--- src/rtl/zrd_pkg.sv ---
package zrd_pkg;
  localparam int STATE_W = 3;
  typedef logic [STATE_W-1:0] code_t;

  localparam code_t C_IDLE = 3'b000;
  localparam code_t C_ZERO = 3'b001;
  localparam code_t C_ONE1 = 3'b011;
  localparam code_t C_ONE2 = 3'b010;
  localparam code_t C_RUN  = 3'b110;

  function automatic logic code_legal(input code_t c);
    return (c == C_IDLE) || (c == C_ZERO) || (c == C_ONE1) ||
           (c == C_ONE2) || (c == C_RUN);
  endfunction
endpackage

--- src/rtl/zrd_next_state.sv ---
module zrd_next_state
  import zrd_pkg::*;
(
  input  code_t cur,
  input  logic  x,
  output code_t nxt
);
  always_comb begin
    nxt = C_IDLE;
    if (code_legal(cur)) begin
      if (!x) begin
        nxt = C_ZERO;
      end else begin
        unique case (cur)
          C_IDLE:  nxt = C_IDLE;
          C_ZERO:  nxt = C_ONE1;
          C_ONE1:  nxt = C_ONE2;
          C_ONE2:  nxt = C_RUN;
          C_RUN:   nxt = C_RUN;
          default: nxt = C_IDLE;
        endcase
      end
    end
  end
endmodule

--- src/rtl/zrd_out_dec.sv ---
module zrd_out_dec
  import zrd_pkg::*;
(
  input  code_t cur,
  input  logic  x,
  output logic  hit
);
  assign hit = x & (cur == C_RUN);
endmodule

--- src/rtl/zrd_scan_reg.sv ---
module zrd_scan_reg #(
  parameter int W = 3
) (
  input  logic         clk,
  input  logic         rst,
  input  logic         shift,
  input  logic         sin,
  input  logic [W-1:0] d,
  output logic [W-1:0] q,
  output logic         sout
);
  localparam logic [W-1:0] RST_VAL = '0;

  genvar i;
  generate
    for (i = 0; i < W; i++) begin : g_bit
      logic src;
      if (i == 0) begin : g_head
        assign src = sin;
      end else begin : g_link
        assign src = q[i-1];
      end
      always_ff @(posedge clk) begin
        if (rst)        q[i] <= RST_VAL[i];
        else if (shift) q[i] <= src;
        else            q[i] <= d[i];
      end
    end
  endgenerate

  assign sout = q[W-1];
endmodule

--- src/rtl/zarm_run_det.sv ---
module zarm_run_det
  import zrd_pkg::*;
(
  input  logic               clk,
  input  logic               rst,
  input  logic               x,
  input  logic               scan_en,
  input  logic               scan_in,
  output logic               z,
  output logic               scan_out,
  output logic [STATE_W-1:0] state
);
  code_t cur, nxt;

  zrd_next_state u_ns (.cur(cur), .x(x), .nxt(nxt));
  zrd_out_dec    u_od (.cur(cur), .x(x), .hit(z));

  zrd_scan_reg #(.W(STATE_W)) u_sr (
    .clk(clk), .rst(rst), .shift(scan_en), .sin(scan_in),
    .d(nxt), .q(cur), .sout(scan_out)
  );

  assign state = cur;
endmodule

--- config.mk ---
export PLATFORM = sky130hd
export DESIGN_NAME = zarm_run_det
export DESIGN_NICKNAME = d
export VERILOG_FILES = /design/src/rtl/zrd_pkg.sv /design/src/rtl/zrd_next_state.sv /design/src/rtl/zrd_out_dec.sv /design/src/rtl/zrd_scan_reg.sv /design/src/rtl/zarm_run_det.sv
export SDC_FILE = /design/constraint.sdc
export NUM_CORES = 1
export LEC_CHECK = 0
export ABC_AREA = 1
export CAP_MARGIN = 0
export CORE_AREA = 4 4 41 43
export CTS_CLUSTER_DIAMETER = 60
export DETAILED_ROUTE_END_ITERATION = 8
export DIE_AREA = 0 0 45 47
export PLACE_DENSITY_LB_ADDON = 0.05
export SETUP_SLACK_MARGIN = 0.05
export SYNTH_ARGS = -nofsm -noshare
export SYNTH_HDL_FRONTEND = slang
export SYNTH_SLANG_ARGS = --single-unit
export TNS_END_PERCENT = 30
--- constraint.sdc ---
create_clock -name clk -period 0.8 [get_ports clk]
set_input_delay 0.16 -clock clk [delete_from_list [all_inputs] [get_ports clk]]
set_output_delay 0.16 -clock clk [all_outputs]
set_load 0.1 [all_outputs]
======== After elaboration in Yosys (flattened, before gate mapping) ========
Index checks and enable logic that the tools add are counted.
operators by class
  multiplexer cells ....................... 6
  bitwise operators ....................... 1
  reduce and logical (&&, ||, !) cells .... 6
  equal/unequal tests ..................... 4
operators with widths
  operator              number
  $pmux W3 S3           1
  $eq A3 B2 Y1 const B  2
  $mux W3               2
  $logic_or A1 B1 Y1    4
  $eq A3 B1 Y1 const B  1
  $eq A3 B3 Y1 const B  1
  $logic_not A3 Y1      1
  $mux W1               3
  $reduce_or A2 Y1      1
  $and A1 B1 Y1         1
storage, ports and cells
  logic and storage cells ................. 20
  output and inout port bits .............. 5
  input bits .............................. 5
  flip-flop bits (word level) ............. 3

======== Depth between registers and ports, before layout ========
Gate-level depths: netlist of run 1.
  depth in word-level cells ............... 7
  mapped depth ............................ 5
  mapped depth without buffers ............ 5

======== Hierarchy ========
A second synthesis of run 1 with hierarchy kept.
second synthesis, totals
  cells, all modules ...................... 39
  area, all modules ....................... 212.7 µm²
modules (own cells, without submodules)
  module          times used  sequential area each (µm²)  area each (µm²)  cells an instance
  zrd_scan_reg    1           60.1                        142.6            22
  zrd_next_state  1           0.0                         52.6             13
  zrd_out_dec     1           0.0                         17.5             4

======== Least setup slack after synthesis of run 1 ========
OpenSTA, ideal clock, no wires.
  path type ............................... reg2out
  from .................................... reg u_sr.q[2] (netlist: u_sr.sout)
  to ...................................... out z
  setup slack ............................. -1.757 ns
  cell stages (with the launch flop) ...... 3
  arrival ................................. 2.397 ns
  buffers on the path ..................... 0
  data required time ...................... 0.640 ns
  cells stage by stage .................... dfxtp_1 inv_1 nor2_1
on the way
  longest elaborated chain between the ends .. 2
RTL lines
  item                               line                text
  from (decl)                        zrd_scan_reg.sv:9   output logic [W-1:0] q,
  from (signal, indexed assignment)  zrd_scan_reg.sv:24  if (rst) q[i] <= RST_VAL[i];
  from (signal, indexed assignment)  zrd_scan_reg.sv:25  else if (shift) q[i] <= src;
  from (signal, indexed assignment)  zrd_scan_reg.sv:26  else q[i] <= d[i];
  $eq A3 B3 Y1                       zrd_out_dec.sv:8    assign hit = x & (cur == C_RUN);
  $and A1 B1 Y1                      zrd_out_dec.sv:8
  to (decl)                          zarm_run_det.sv:9   output logic z,
No other way between the ends.

======== Worst setup path in the final report of run 1 ========
  from .................................... reg u_sr.q[0] (netlist: u_sr.g_bit[1].src)
  to ...................................... out z
Same word-level chain as after synthesis.

==> results of run 1 <==
[flip-flops by register name (all words and copies together), names as in the netlist]
| name | cells |
|---|---|
| u_sr.g_bit.src | 2 |
| u_sr.sout | 1 |
[metrics by stage]
step	cells	setup slack, ps	setup TNS, ps
5_1_grt	61	-366	-1890
2_1_floorplan	26	-431	-853
6_report	61	-324	-1560
3_5_place_dp	55	-489	-1390
4_1_cts	61	-337	-1600
3_3_place_gp	55	-482	-1370
[worst max-delay path: cells and delay by family (launching register included)]
kind          cells  cell delay [ps]
flops             1              310
simple gates      2              170
buf+inv           2              250
[final cells by class]
cell class / count / area, um2
timing repair buffer: 19 / 225
multi-input combinational: 15 / 105
tap: 15 / 18.8
inverter: 5 / 21.3
fill: 148 / 836
clock buffer: 4 / 26.3
sequential: 3 / 68.8
[power breakdown]
part	total (W)	leakage [nW]	switching [W]	internal, W
registers	0.000169	0.0264	0.0000106	0.000159
clock network	0.000262	0.0150	0.0000754	0.000187
logic	0.000266	0.163	0.000147	0.000119
total	0.000697	0.204	0.000233	0.000464
[cell usage in the layout (no fill, tap or decap), drive strengths merged]
master,count
nand3,3
a21oi,3
dlygate4sd2,1
nor3,1
buf,15
clkdlybuf4s50,3
clkbuf,4
nand2,6
nor2,1
inv,5
dfxtp,3
o21bai,1
[routing by layer]
metal,track usage [%],wire length [um],up-vias
met5,0,0,-
met4,10.5,29,0
met3,1.53,43,4
met2,10.2,254,9
met1,5.22,173,95
li1,-,-,119
[cell usage after synthesis]
master    n
a21oi_1   2
a21oi_2   1
buf_4     3
dfxtp_1   3
inv_1     4
inv_2     1
nand2_1   6
nand3_1   3
nor2_1    1
nor3_1    1
o21bai_1  1
[path summary, 6_finish.rpt]
| path | startpoint | to | slack, ps | cells past startpoint |
|---|---|---|---|---|
| max | u_sr.g_bit[1].src | z | -320 | 4 |
| min | rst | u_sr.sout | 550 | 2 |
| max reg2reg | u_sr.g_bit[1].src | u_sr.g_bit[1].src | -160 | 7 |
| min reg2reg | u_sr.sout | u_sr.g_bit[1].src | 590 | 3 |
[cells by family (layout without fill, tap and decap cells)]
| group | Yosys count | count (layout) | share of synthesized area, % |
|---|---|---|---|
| AO/OA/AOI/OAI | 4 | 4 | 15.1 |
| AND/OR/NAND/NOR | 11 | 11 | 26.6 |
| flip-flops | 3 | 3 | 34.5 |
| buffers and inverters | 8 | 28 | 23.7 |
[timing repair]
| action | 4_1_cts | 5_1_grt |
|---|---|---|
| hold buffers | 0 | 0 |
| pin swaps | 1 | 0 |
| resized for setup | 10 | 2 |
| gates cloned | 0 | 0 |
| endpoints found under the setup margin | 8 | 8 |
| setup buffers | 2 | 0 |
==> run summary, run 1 <==
SYNTHESIS
---------------------------------------------------------------------------------
Gate Count Post-Synth                                                          26
Post-synth cell types                                                          11
Yosys Warn Count                                                                0
Nets in the synthesized netlist                                                31
Post-synth design cell area                                               174 um2
Area share of the largest cell type after synthesis                         34.5%
Leading area contributor after synthesis                                  dfxtp_1
Synth Area per Inst                                                      6.69 um2
Cell types with the largest area share after synthesis               dfxtp_1 35%, buf_4 13%, nand2_1 13%, nand3_1 8.6%, inv_1 8.6%
Number of synthesized register bits                                             3
Seq/Total Area, Yosys                                                       34.5%

CRITICAL PATH
---------------------------------------------------------------------------------
Crit path kind                                                         reg -> out
Worst-path cell chain                                                inv_2, nand3_4, nor2_4, buf_12
Required time of the critical path                                         640 ps
Delay of the slowest critical-path stage                                   310 ps
Setup crit start kind                                                    register
Crit end category                                                     output port
Arrival @ worst endpoint                                                   960 ps
Worst Path Max Fanout                                                           2
Cell with the biggest individual delay on the critical path               dfxtp_2

FINAL LAYOUT
---------------------------------------------------------------------------------
Synthesis-to-layout area growth                                              168%
Antenna fix cells                                                               0
Final cell area excluding filler cells                                    465 um2
Fraction of layout cells with a size suffix above 1                         63.0%
Final-stage net count                                                          52
Core occupancy in the finished layout                                       35.8%

CLOCK NETWORK
---------------------------------------------------------------------------------
CTS Buf Count                                                                   3
TritonCTS clock tree                                                          yes
CTS Root Cell                                                            clkbuf_4
Clock Latency Late Sink                                                    230 ps
H-tree lvl count                                                                1
Clock tree buffer depth                                                         2
# clock sinks                                                                   3
Clock slew seen by the registers of the worst setup and hold paths          30 ps

POWER
---------------------------------------------------------------------------------
Pwr per Cell Area                                                     1500 nW/um2
Pleak                                                                    0.204 nW
Max rail drop VDD                                                        0.653 mV
Total Power Consumption                                                0.000697 W

STATUS
---------------------------------------------------------------------------------
Status                                                               finished, violations left
Violations in the final reports                                      negative setup slack

ROUTING
---------------------------------------------------------------------------------
Number of DRC markers after the initial detailed-route iteration                0
Number of iterations in the first detailed-routing pass                         1
Post-DRT Antenna Nets                                                           0
Remaining DRCs                                                                  0
Total wirelength of the detailed-routed design                             501 um
Via density per instance                                                     3.72
WL per Instance                                                           8.21 um
Count of vias placed by the detailed router                                   227

FLOORPLAN
---------------------------------------------------------------------------------
Area of the die                                                          2120 um2
Initial Util                                                                13.4%
Floorplan die width                                                         45 um
Die Y                                                                       47 um
Std cell rows                                                                  13
Core Box Area                                                            1300 um2
I/O pin cnt                                                                    10

STA
---------------------------------------------------------------------------------
Minimum hold slack                                                         549 ps
Worst Max-Slew Pin Slew                                                    156 ps
Clock Skews                                                             0.0791 ps
Final count of negative-setup-slack endpoints                                   8
Hold violation total from the final report                                      0
Period utilisation layout                                                    141%
Number of max-slew violations in the final report                               0
Max Fclk                                                                  890 MHz
RSZ-0062 raised after global routing                                          yes
Shortest period the worst path allows                                     1120 ps
Worst-case setup margin in the final layout                               -324 ps
Worst rel slew slack                                                        89.6%

RUN
---------------------------------------------------------------------------------
# Max-Cap Violations                                                            0

PLACED DESIGN
---------------------------------------------------------------------------------
Area after DPL                                                            384 um2
Final weighted congestion of routability-driven global placement            0.813
Number of port buffers                                                          9
DP HPWL                                                                    405 um

GRT
---------------------------------------------------------------------------------
Sum of overflow across all layers after global routing                          0
Antenna violations before repair                                                0
Global-route wire length before repair                                     848 um
Via count of the first global-routing pass                                    226
Overall Global Routing Usage                                                6.39%
Largest net degree at the start of global routing                               5

WORST HOLD PATH
---------------------------------------------------------------------------------
Worst min-delay path class                                              in -> reg

(Power assumes the default switching activity.)
==> run 2, diff against run 1 <==
Settings changed: CORE_AREA 4 4 41 43 to 8 8 45 47, DIE_AREA 0 0 45 47 to 0 0 53 55, REMOVE_ABC_BUFFERS set to 1.
==> run 2 against run 1 <==
  * The flow still finishes with violations (negative setup slack)
  * Combinational power is 2% lower
  * First-iteration DRC count stayed put
  * Cell area is 7.3% lower
  * Die area is 38% higher
  * Non-clock buffer count is 3 lower
  * Wire length is 22% higher
==> run summary, run 2 (synthesized netlist as in run 1, its figures left out) <==
PLACED DESIGN
----------------------------------------------------------------------------------
Number of port buffers                                                           9   unchanged
Final weighted congestion of routability-driven global placement             0.680   -16%
Instance count after placement with tap cells included                          53   -3.6%

STA
----------------------------------------------------------------------------------
Period utilisation layout                                                     142%   +1.9 points
Number of max-slew violations in the final report                                0   unchanged
Post-route setup TNS                                                      -1520 ps   +41.5 ps
Worst-case setup margin in the final layout                                -339 ps   -15.3 ps
Hold violation total from the final report                                       0   unchanged
Worst Max-Slew Pin Slew                                                     226 ps   +70.5 ps
Shortest period the worst path allows                                      1140 ps   +15.3 ps
RSZ-0062 raised after global routing                                           yes
Minimum hold slack                                                          510 ps   -39.1 ps
Final count of negative-setup-slack endpoints                                    8   unchanged
Clock Skews                                                                2.16 ps   +2.08 ps
Worst rel slew slack                                                         84.9%   -4.7 points
Max Fclk                                                                   878 MHz   -1.3%

CLOCK NETWORK
----------------------------------------------------------------------------------
# clock sinks                                                                    3   unchanged
TritonCTS clock tree                                                           yes
CTS Root Cell                                                             clkbuf_4
Clock tree buffer depth                                                          2   unchanged
Clock slew seen by the registers of the worst setup and hold paths           40 ps   about the same
Number of hold buffers added after cts                                           0   unchanged
CTS Buf Count                                                                    3   unchanged
H-tree lvl count                                                                 1   unchanged
Clock Latency Late Sink                                                     230 ps   about the same

GRT
----------------------------------------------------------------------------------
Overall Global Routing Usage                                                 4.96%   -1.4 points
Largest net degree at the start of global routing                                5   unchanged
Antenna violations before repair                                                 0   unchanged
Via count of the first global-routing pass                                     243   +7.5%
Sum of overflow across all layers after global routing                           0   unchanged
Global-route wire length before repair                                      986 um   +16%

ROUTING
----------------------------------------------------------------------------------
Remaining DRCs                                                                   0   unchanged
WL per Instance                                                            10.4 um   +27%
Count of vias placed by the detailed router                                    216   -4.8%
Via density per instance                                                      3.66   -1.6%
Number of DRC markers after the initial detailed-route iteration                 0   unchanged
Total wirelength of the detailed-routed design                              613 um   +22%
Number of iterations in the first detailed-routing pass                          1   unchanged
Post-DRT Antenna Nets                                                            0   unchanged

FLOORPLAN
----------------------------------------------------------------------------------
Std cell rows                                                                   14   +1
Area of the die                                                           2920 um2   +38%
Initial Util                                                                 12.6%   -0.80 points
Floorplan die width                                                          53 um   +18%
Core Box Area                                                             1380 um2   +6.3%
I/O pin cnt                                                                     10   unchanged
Die Y                                                                        55 um   +17%

CRITICAL PATH
----------------------------------------------------------------------------------
Crit end category                                                      output port
Arrival @ worst endpoint                                                    980 ps   +20 ps
Start of the worst register-to-register path                          u_sr.g_bit[1].src
Launch point of the critical path                                     u_sr.g_bit[1].src
Worst Path Max Fanout                                                            2   unchanged
Crit path kind                                                          reg -> out
Required time of the critical path                                          640 ps   about the same
Setup crit start kind                                                     register

POWER
----------------------------------------------------------------------------------
Power share of the combinational group                                       38.1%   about the same
Fraction of power spent switching nets                                       33.1%   -0.36 points
Cell-internal power                                                     0.000460 W   -0.85%
Net switching power                                                     0.000228 W   -2.5%
Pleak                                                                     0.187 nW   -8.2%
Total Power Consumption                                                 0.000688 W   -1.4%
Max rail drop VDD                                                         0.540 mV   -17%
Proportion of power drawn by flip-flops and latches                          24.5%   +0.2 points
Pwr per Cell Area                                                      1590 nW/um2   +6.3%
Clk pwr share                                                                37.3%   -0.3 points

FINAL LAYOUT
----------------------------------------------------------------------------------
Synthesis-to-layout area growth                                               148%
Final-stage net count                                                           49   -5.8%
Antenna fix cells                                                                0   unchanged
Register area                                                             66.3 um2   -3.6%
Flip-flop count of the largest register, all copies and words added              2   unchanged
Commonest non-fill, non-tap cells in the layout                       5 x buf_12, 4 x inv_1, 4 x nand2_1, 4 x buf_4
Area taken by multi-input logic gates                                     97.6 um2   -7.1%
Core occupancy in the finished layout                                        31.2%   -4.6 points
Fraction of layout cells with a size suffix above 1                          55.8%   -7.2 points
Most common library cell in the layout ignoring fill and taps               buf_12
Count of filler cells inserted in the layout                                   159   +7.4%
Cell Count, Final, Fillers Out                                                  59   -3.3%

WORST HOLD PATH
----------------------------------------------------------------------------------
Worst min-delay path class                                               in -> reg
Min-Delay Startpoint                                                             x

STATUS
----------------------------------------------------------------------------------
Violations in the final reports                                       negative setup slack
Status                                                                finished, violations left

RUN
----------------------------------------------------------------------------------
# Max-Cap Violations                                                             0   unchanged

## run 2: cell count changes in the layout (fill, tap and decap cells not counted), moves of 2 or more
| cell | previous run | this run |
|---|---|---|
| a21oi_1 | 0 | 2 |
| a21oi_2 | 3 | 1 |
| buf_4 | 7 | 4 |
| nand2_1 | 6 | 4 |
| nand2_2 | 0 | 2 |
## run 2: per-stage QoR
stage / worst slack (ps) / instance area (um2)
floorplan: -2440 / 151
global placement: -576 / 349
detailed placement: -571 / 349
CTS: -366 / 419
global route: -384 / 432
finish: -339 / 432
## run 2: power groups by stage
stage | sequential, W | clock (W) | combinational, W
floorplan | 0.000254 | 0 | 0.0000372
global placement | 0.000168 | 0 | 0.000236
detailed placement | 0.000168 | 0 | 0.000234
CTS | 0.000167 | 0.000275 | 0.000257
global route | 0.000170 | 0.000280 | 0.000275
finish | 0.000169 | 0.000257 | 0.000262
## run 2: area by class of cell
class                      instances  area share [%]
timing repair buffer              16            47.0
multi-input combinational         15            22.6
sequential                         3            15.4
clock buffer                       4            6.09
tap                               16            4.64
inverter                           5            4.35
## run 2: critical path: stages, from the launching register on
cell and delay (ps):
dfxtp_2 310, inv_2 60, nand3_4 80, nor2_4 110, buf_12 180
## run 2: path summary, 6_finish.rpt
kind,slack (ps),cells after the start,end
setup / recovery,-340,4,z
hold / removal,510,4,u_sr.g_bit[1].src
setup reg to reg,-140,6,u_sr.g_bit[1].src
hold reg to reg,610,4,u_sr.g_bit[2].src
## run 2: metal layers
layer / GRT usage, % / part of all wire, %
met4: 5.17 / 0
met1: 4.08 / 30
met2: 8.98 / 62
met5: 0 / 0
met3: 1.60 / 8.8
## run 2: what timing repair did
| item | CTS | global route |
|---|---|---|
| gates resized for setup | 8 | 7 |
| setup buffers | 3 | 0 |
| setup endpoints to repair | 8 | 8 |
| pin swaps | 2 | 4 |
| hold endpoints to repair | 0 | 0 |
